**config.mk**
```make
export PLATFORM = sky130hd
export DESIGN_NAME = pc_sequencer
export DESIGN_NICKNAME = d
export VERILOG_FILES = /design/src/rtl/pcseq_pkg.sv /design/src/rtl/pcseq_ctrl.sv /design/src/rtl/pcseq_dpath.sv /design/src/rtl/pc_sequencer.sv
export SDC_FILE = /design/constraint.sdc
export NUM_CORES = 1
export LEC_CHECK = 0
export BUFFER_PORTS_ARGS = -buffer_cell sky130_fd_sc_hd__buf_2
export CORE_ASPECT_RATIO = 0.75
export CORE_MARGIN = 1.5
export CORE_UTILIZATION = 55
export CTS_BUF_LIST = sky130_fd_sc_hd__clkbuf_4 sky130_fd_sc_hd__clkbuf_8
export CTS_CLUSTER_SIZE = 25
export DETAILED_ROUTE_END_ITERATION = 6
export MAX_ROUTING_LAYER = met4
export PLACE_DENSITY = 0.89
export SETUP_SLACK_MARGIN = 0.15
export SKIP_LAST_GASP = 1
export SLEW_MARGIN = 20
export SYNTH_ARGS = -nofsm -noshare
export SYNTH_HDL_FRONTEND = slang
export SYNTH_SLANG_ARGS = --single-unit
```
**constraint.sdc**
```tcl
create_clock -name clk -period 7.29 [get_ports clk]
set_input_delay 1.0935 -clock clk [delete_from_list [all_inputs] [get_ports clk]]
set_output_delay 1.0935 -clock clk [all_outputs]
set_load 0.03 [all_outputs]
```
**src/rtl/pcseq_pkg.sv**
```systemverilog
package pcseq_pkg;

  localparam int OP_W = 6;
  localparam int FN_W = 6;

  localparam logic [OP_W-1:0] OP_SPECIAL = 6'd0;
  localparam logic [OP_W-1:0] OP_JUMP    = 6'd2;
  localparam logic [OP_W-1:0] OP_JLINK   = 6'd3;
  localparam logic [OP_W-1:0] OP_BREQ    = 6'd4;
  localparam logic [OP_W-1:0] OP_BRNE    = 6'd5;
  localparam logic [FN_W-1:0] FN_JREG    = 6'd8;

  typedef enum logic [1:0] {
    SEL_SEQ    = 2'd0,
    SEL_BRANCH = 2'd1,
    SEL_JUMP   = 2'd2,
    SEL_REG    = 2'd3
  } nextSel_e;

  typedef struct packed {
    nextSel_e sel;
    logic     link;
  } pcStrobes_t;

endpackage

```
**src/rtl/pcseq_ctrl.sv**
```systemverilog
module pcseq_ctrl
  import pcseq_pkg::*;
(
  input  logic            clk,
  input  logic            rst,
  input  logic [OP_W-1:0] opcode,
  input  logic [FN_W-1:0] functField,
  input  logic            operandsEqual,
  output pcStrobes_t      strobes
);

  logic isJreg;
  assign isJreg = (opcode == OP_SPECIAL) && (functField == FN_JREG);

  always_comb begin
    strobes.sel  = SEL_SEQ;
    strobes.link = 1'b0;
    case (opcode)
      OP_BREQ:  if (operandsEqual)  strobes.sel = SEL_BRANCH;
      OP_BRNE:  if (!operandsEqual) strobes.sel = SEL_BRANCH;
      OP_JUMP:  strobes.sel = SEL_JUMP;
      OP_JLINK: begin
        strobes.sel  = SEL_JUMP;
        strobes.link = !rst;
      end
      default:  if (isJreg) strobes.sel = SEL_REG;
    endcase
  end

  // an equal-branch on unequal operands never redirects
  a_r4_beq_falls_through: assert property (@(posedge clk) disable iff (rst)
    (opcode == OP_BREQ && !operandsEqual) |-> strobes.sel == SEL_SEQ);

  // a not-equal branch on equal operands never redirects
  a_r5_bne_falls_through: assert property (@(posedge clk) disable iff (rst)
    (opcode == OP_BRNE && operandsEqual) |-> strobes.sel == SEL_SEQ);

  // the register path needs opcode 0
  a_r10_reg_needs_special: assert property (@(posedge clk) disable iff (rst)
    (strobes.sel == SEL_REG) |-> opcode == OP_SPECIAL);

endmodule

```
**src/rtl/pcseq_dpath.sv**
```systemverilog
module pcseq_dpath
  import pcseq_pkg::*;
#(
  parameter int ADDR_W      = 32,
  parameter int OFF_W       = 16,
  parameter int JMP_W       = 26,
  parameter int INSTR_BYTES = 4
) (
  input  logic              clk,
  input  logic              rst,
  input  pcStrobes_t        strobes,
  input  logic [OFF_W-1:0]  offsetField,
  input  logic [JMP_W-1:0]  jumpField,
  input  logic [ADDR_W-1:0] regTarget,
  output logic [ADDR_W-1:0] pcOut,
  output logic [ADDR_W-1:0] linkValue
);

  localparam int SCALE    = $clog2(INSTR_BYTES);
  localparam int EXT_W    = ADDR_W - OFF_W - SCALE;
  localparam int REGION_W = ADDR_W - JMP_W - SCALE;
  localparam logic [ADDR_W-1:0] STEP = ADDR_W'(INSTR_BYTES);

  logic [ADDR_W-1:0] pcReg;
  logic [ADDR_W-1:0] seqPc;
  logic [ADDR_W-1:0] brDisp;
  logic [ADDR_W-1:0] brPc;
  logic [ADDR_W-1:0] jmpPc;
  logic [ADDR_W-1:0] nextPc;

  assign seqPc  = pcReg + STEP;
  assign brDisp = {{EXT_W{offsetField[OFF_W-1]}}, offsetField, {SCALE{1'b0}}};
  assign brPc   = seqPc + brDisp;

  generate
    if (REGION_W > 0) begin : g_region
      assign jmpPc = {seqPc[ADDR_W-1 -: REGION_W], jumpField, {SCALE{1'b0}}};
    end else begin : g_flat
      assign jmpPc = ADDR_W'({jumpField, {SCALE{1'b0}}});
    end
  endgenerate

  always_comb begin
    case (strobes.sel)
      SEL_BRANCH: nextPc = brPc;
      SEL_JUMP:   nextPc = jmpPc;
      SEL_REG:    nextPc = regTarget;
      default:    nextPc = seqPc;
    endcase
  end

  always_ff @(posedge clk) begin
    if (rst) pcReg <= '0;
    else     pcReg <= nextPc;
  end

  assign pcOut     = pcReg;
  assign linkValue = seqPc;

  // reset clears the program counter
  a_r1_reset_zero: assert property (@(posedge clk)
    rst |=> pcOut == '0);

  // sequential flow steps one instruction
  a_r2_seq_step: assert property (@(posedge clk) disable iff (rst)
    (strobes.sel == SEL_SEQ) |=> pcOut == $past(pcOut) + STEP);

  // register jump lands on the supplied value
  a_r10_reg_target: assert property (@(posedge clk) disable iff (rst)
    (strobes.sel == SEL_REG) |=> pcOut == $past(regTarget));

  // the link value is the return address of the step just taken
  a_r8_link_is_return: assert property (@(posedge clk) disable iff (rst)
    (strobes.sel == SEL_SEQ) |=> $past(linkValue) == pcOut);

endmodule

```
**src/rtl/pc_sequencer.sv**
```systemverilog
module pc_sequencer
  import pcseq_pkg::*;
#(
  parameter int ADDR_W   = 32,
  parameter int OFF_W    = 16,
  parameter int JMP_W    = 26,
  parameter int REG_IDX_W = 5,
  parameter int LINK_REG = 31
) (
  input  logic                 clk,
  input  logic                 rst,
  input  logic [OP_W-1:0]      opcode,
  input  logic [OFF_W-1:0]     offsetField,
  input  logic [JMP_W-1:0]     jumpField,
  input  logic                 operandsEqual,
  input  logic [ADDR_W-1:0]    regTarget,
  output logic [ADDR_W-1:0]    pcOut,
  output logic [ADDR_W-1:0]    linkValue,
  output logic                 linkWrite,
  output logic [REG_IDX_W-1:0] linkDest
);

  pcStrobes_t strobes;

  pcseq_ctrl u_ctrl (
    .clk           (clk),
    .rst           (rst),
    .opcode        (opcode),
    .functField    (offsetField[FN_W-1:0]),
    .operandsEqual (operandsEqual),
    .strobes       (strobes)
  );

  pcseq_dpath #(
    .ADDR_W      (ADDR_W),
    .OFF_W       (OFF_W),
    .JMP_W       (JMP_W),
    .INSTR_BYTES (4)
  ) u_dpath (
    .clk         (clk),
    .rst         (rst),
    .strobes     (strobes),
    .offsetField (offsetField),
    .jumpField   (jumpField),
    .regTarget   (regTarget),
    .pcOut       (pcOut),
    .linkValue   (linkValue)
  );

  assign linkWrite = strobes.link;
  assign linkDest  = REG_IDX_W'(LINK_REG);

  // the link strobe stays low during reset
  a_r9_no_link_in_reset: assert property (@(posedge clk)
    rst |-> !linkWrite);

  // a link write is followed by a jump to the word address
  a_r8_link_then_jump: assert property (@(posedge clk) disable iff (rst)
    linkWrite |=> pcOut[JMP_W+1:0] == {$past(jumpField), 2'b00});

endmodule

```
### Word level (Yosys, flattened, before mapping)

Index checks and enable logic that the tools add are counted.

* logic and storage cells: 21
* flip-flop bits (word level): 32
* bits in read-only memories: 0
* bits in latches: 0
* memories: 0
* output and inout port bits: 70
* memory bits (writable): 0

* multiplexer cells: 6
* add/subtract/negate cells: 2
* divide/modulo/power cells: 0
* $mul: 0
* bitwise gates (word level): 0
* reductions and logical operators: 4
* magnitude comparators: 0
* equality and inequality tests: 8
* shifts and indexed selects: 0

Operator list (number)
* case mux 32 bit (3 select lines): 1
* adder 32 x 3 -> 32 bit (second input constant): 1
* adder 32 bit: 1
* == test 6 x 2 -> 1 bit (second input constant): 2
* == test 6 x 3 -> 1 bit (second input constant): 2
* == test 6 x 4 -> 1 bit (second input constant): 1
* logical NOT 6 bit: 1
* case mux 2 bit (3 select lines): 1
* == test 2 bit (second input constant): 2
* 2-to-1 mux 1 bit: 3
* == test 2 x 1 -> 1 bit (second input constant): 1
* 2-to-1 mux 2 bit: 1
* OR reduction 2 bit: 1
* logical AND 1 bit: 1
* logical NOT 1 bit: 1

### Longest topological paths before layout

* depth in word-level cells: 6
* mapped depth: 18
* mapped depth without buffers: 17

### Cells and area by module

Synthesis repeated with hierarchy kept, for this count alone.

* cell total of the unflattened synthesis: 485
* area, all modules: 3970.1 um^2

Modules (own cells, without submodules)
* pcseq_dpath: times used 1, seq. area each 640.6 um^2, cells each 467, area each 3823.7 um^2
* pcseq_ctrl: times used 1, seq. area each 0.0 um^2, cells each 12, area each 105.1 um^2
* pc_sequencer: times used 1, seq. area each 0.0 um^2, cells each 6, area each 41.3 um^2

### Worst setup path after synthesis

No wires, ideal clock.

* kind: register -> register
* from: register u_dpath.pcReg[2] (netlist: u_dpath.pcOut[2])
* to: register u_dpath.pcReg[31] (netlist: u_dpath.pcOut[31])
* period minus slack after synthesis: 4.250 ns
* path slack: 3.040 ns
* data required time: 7.160 ns
* setup time: 0.130 ns
* data arrival time: 4.120 ns
* cell stages (with the launch flop): 18
* path through: dfxtp_1 > ha_1 > nand3_1 > nor2_2 > and4_1 > buf_4 > nand3_1 > xnor2_1 > ha_1 > a21oi_2 > o21ai_1 > a31oi_1 > o21bai_2 > a2111oi_2 > o31ai_2 > xnor2_1 > a221oi_2 > nor3_2

* word-level cells in the longest chain between the ends: 3

Ends and longest elaborated chain
* start, declared: line pcseq_dpath.sv:24 `logic [ADDR_W-1:0] pcReg;`
* start signal, assigned: line pcseq_dpath.sv:54 `else pcReg <= nextPc;`
* adder 32 x 3 -> 32 bit: line pcseq_dpath.sv:31 `assign seqPc = pcReg + STEP;`
* net linkValue[18]: line pc_sequencer.sv:18 `output logic [ADDR_W-1:0] linkValue,`
* adder 32 bit: line pcseq_dpath.sv:33 `assign brPc = seqPc + brDisp;`
* case mux 32 bit (3 select lines): line pcseq_dpath.sv:44 `case (strobes.sel)`

The timed path passes the listed nets, and every way through them passes these cells.
A chain may end at the register's enable or synchronous reset.

### Final worst setup path

* from: register u_dpath.pcReg[2] (netlist: u_dpath.pcOut[2])
* to: register u_dpath.pcReg[31] (netlist: u_dpath.pcOut[31])

* word-level cells in the longest chain between the ends: 3

Ends and longest elaborated chain (line)
* adder 32 x 3 -> 32 bit *: pcseq_dpath.sv:31
* adder 32 bit: pcseq_dpath.sv:33
* case mux 32 bit (3 select lines) *: pcseq_dpath.sv:44

Every way passes the cells marked *; elsewhere a longest branch is shown, timed or not.

==> impl_metrics.json <==
{
  "period_share_pct": 60.5,
  "synth-seq-cells": 32,
  "setup_viol": 0,
  "cap_violations": 0,
  "drt_iter0_markers": 329,
  "tightest_slew_ns": 1.00,
  "largest_register_ffs": 32,
  "yosysWarnings": 0,
  "initial_core_util_pct": 57.1,
  "syn_area_um2": 3900,
  "ctsHoldBuffers": 0,
  "skew_ns": 0.00523,
  "numCtsBuffers": 5,
  "worstSetupStartpointType": "register",
  "fmax_ghz": 0.227,
  "synth_most_common_cell": "nand2_1",
  "wl_um": 13900,
  "rsz0062_at_grt": "no",
  "switching_share_pct": 38.3,
  "p_switching_uw": 214,
  "clock_power_share_pct": 28.4,
  "nets": 756,
  "drt_drc_violations_left": 0,
  "maxSlewViolCount": 0,
  "seqPwrFrac_pct": 33.9,
  "grt_pass1_vias": 4345,
  "crit_slowest_cell": "a2111oi_2",
  "yosysSeqAreaShare_pct": 16.4,
  "cts.repair.resized": 0,
  "dr_total_vias": 4619,
  "layout-drive-gt1-share_pct": 29.4,
  "end_kind": "register",
  "p_per_area_nw_per_um2": 119,
  "area_growth_pct": 21.0,
  "ys_top_cells_by_count": "nand2_1, a21oi_1, nor2_1, ha_1, dfxtp_1",
  "clk_pin_slew_ns": 0.07,
  "hold_class": "reg -> reg",
  "reg2reg_setup_slack_ns": 2.88,
  "cts_root_buf": "clkbuf_8",
  "die-height_um": 75.9,
  "worstPathArrival_ns": 4.57,
  "p_int_uw": 346,
  "cts_buffer_depth": 2,
  "core_area_um2": 6830,
  "vdd_drop_max_mv": 0.0795,
  "viasPerCell": 6.39,
  "dieArea_um2": 7610,
  "hold_violations": 0,
  "hpwlAfterDp_um": 10500,
  "path_max_fanout": 6,
  "slew_headroom_pct": 33.0,
  "synth_top_area_cell": "dfxtp_1",
  "leakagePower_nw": 2.33,
  "cts.sinks": 32,
  "syn_inst": 507,
  "synth_top_flop_cell": "dfxtp_1",
  "grt_pass1_wl_um": 22100,
  "place.gp.congestion": 0.989,
  "rows": 26,
  "diodes": 0,
  "antenna_found_initial": 0,
  "layout_min_cycle_time_ns": 4.41,
  "grt_max_degree": 37,
  "required_ns": 7.45,
  "ys_types": 72,
  "cp_cell_sequence": "ha_1 > nand3_1 > nor2_2 > and4_1 > nand3_1 > xnor2_1 > ha_1 > a21oi_2 > o21ai_1 > a31oi_1 > o21bai_2 > a2111oi_2 > o31ai_2 > xnor2_1 > a221oi_2 > nor3_2",
  "die_w_um": 100,
  "grt_usage_pct": 37.7,
  "finalSetupTns_ns": 0,
  "synthDominantCellAreaShare_pct": 16.4,
  "async_flop_share_pct": 0,
  "cp_top_family": "compound AO/OA/AOI/OAI gates",
  "port_buffers": 147,
  "ios": 153,
  "cts_tree": "yes",
  "firstDrtPassIters": 7,
  "synth_edf_count": 0,
  "crit_type": "reg -> reg",
  "grt_overflow": 0,
  "htreeDepth": 2,
  "p_comb_share_pct": 37.7,
  "wl_per_cell_um": 19.2,
  "path_buf_inv": 0,
  "post-route-util_pct": 69.0,
  "max_stage_delay_ns": 0.50,
  "status": "finished clean",
  "cts_setup_buffers": 0,
  "worstSkewPairLatency_ns": 0.29,
  "syn_area_per_cell_um2": 7.69,
  "synth.area.top_cells": "dfxtp_1, ha_1, xnor2_1, a21oi_1, nand2_1",
  "ant_nets": 0
}
[cell usage in the layout, fill, tap and decap left out, types with 5 or more instances in the layout]
| cell | instances |
|---|---|
| conb_1 | 5 |
| a22oi_1 | 6 |
| nand2_1 | 56 |
| nor3_1 | 10 |
| a311oi_1 | 9 |
| nand4_1 | 10 |
| o21a_1 | 9 |
| clkbuf_8 | 6 |
| ha_1 | 34 |
| o21ai_0 | 20 |
| and3_1 | 10 |
| inv_1 | 15 |
| a221oi_1 | 7 |
| a211oi_1 | 5 |
| xor2_1 | 24 |
| and4_1 | 5 |
| nand3_1 | 15 |
| a21o_1 | 17 |
| buf_2 | 147 |
| a21oi_1 | 44 |
| nor2_1 | 37 |
| xnor2_1 | 30 |
| dfxtp_1 | 32 |
[worst register-to-register path, delay by kind of cell, from the launching register on]
kind,cells,cell delay (ns)
AOI/OAI and AO/OA,7,1.65
and+or+nand+nor,5,1.14
adders and majority gates,2,0.59
xor gates and xnor gates,2,0.47
DFF,1,0.43
[final cells by class]
cell class,instances,area (µm²)
tap,84,105
fill,597,2120
inverter,15,56.3
timing repair buffer,150,758
sequential,32,641
multi-input combinational,434,3060
clock buffer,8,97.6
[power groups by stage]
stage / Sequential, mW / Combinational, mW / Clock, mW
floorplan: 0.204 / 0.132 / 0
global placement: 0.193 / 0.204 / 0
detailed placement: 0.193 / 0.206 / 0
CTS: 0.189 / 0.208 / 0.160
global route: 0.190 / 0.229 / 0.167
finish: 0.190 / 0.211 / 0.159
[worst paths after layout]
check,depth (start not counted),from,endpoint
setup reg to reg,16,u_dpath.pcOut[2],u_dpath.pcOut[31]
setup / recovery,16,u_dpath.pcOut[2],u_dpath.pcOut[31]
hold reg to reg,1,u_dpath.pcOut[2],u_dpath.pcOut[2]
hold / removal,1,u_dpath.pcOut[2],u_dpath.pcOut[2]
[layer usage]
metal	part of all wire, %	vias up	global-route usage (%)
met5	0	-	-
met4	3.0	0	13.7
met3	9.8	37	5.07
met2	43	292	56.7
met1	44	2157	51.4
li1	-	2133	-
[logic make-up after synthesis]
| logic type | after synthesis | share of synthesized area [%] |
|---|---|---|
| AO/OA/AOI/OAI | 161 | 30.1 |
| AND/OR/NAND/NOR | 178 | 23.5 |
| XOR/XNOR | 55 | 12.8 |
| other | 1 | 0.0962 |
| adder cells (fa/ha/maj) | 35 | 11.4 |
| buffers and inverters | 45 | 5.52 |
| flip-flops | 32 | 16.4 |
[per-stage QoR]
| stage | hold WS (ns) | instance area, µm² | power (mW) | instances | worst slack, ns |
|---|---|---|---|---|---|
| floorplan | 0.693 | 3910 | 0.336 | 511 | 3.04 |
| global placement | 0.539 | 4620 | 0.397 | 715 | 3.23 |
| detailed placement | 0.558 | 4620 | 0.400 | 715 | 3.03 |
| CTS | 0.575 | 4710 | 0.557 | 723 | 2.99 |
| global route | 0.610 | 4710 | 0.586 | 723 | 2.66 |
| finish | 0.583 | 4710 | 0.560 | 723 | 2.88 |
Power figures use the tool's default switching activity.
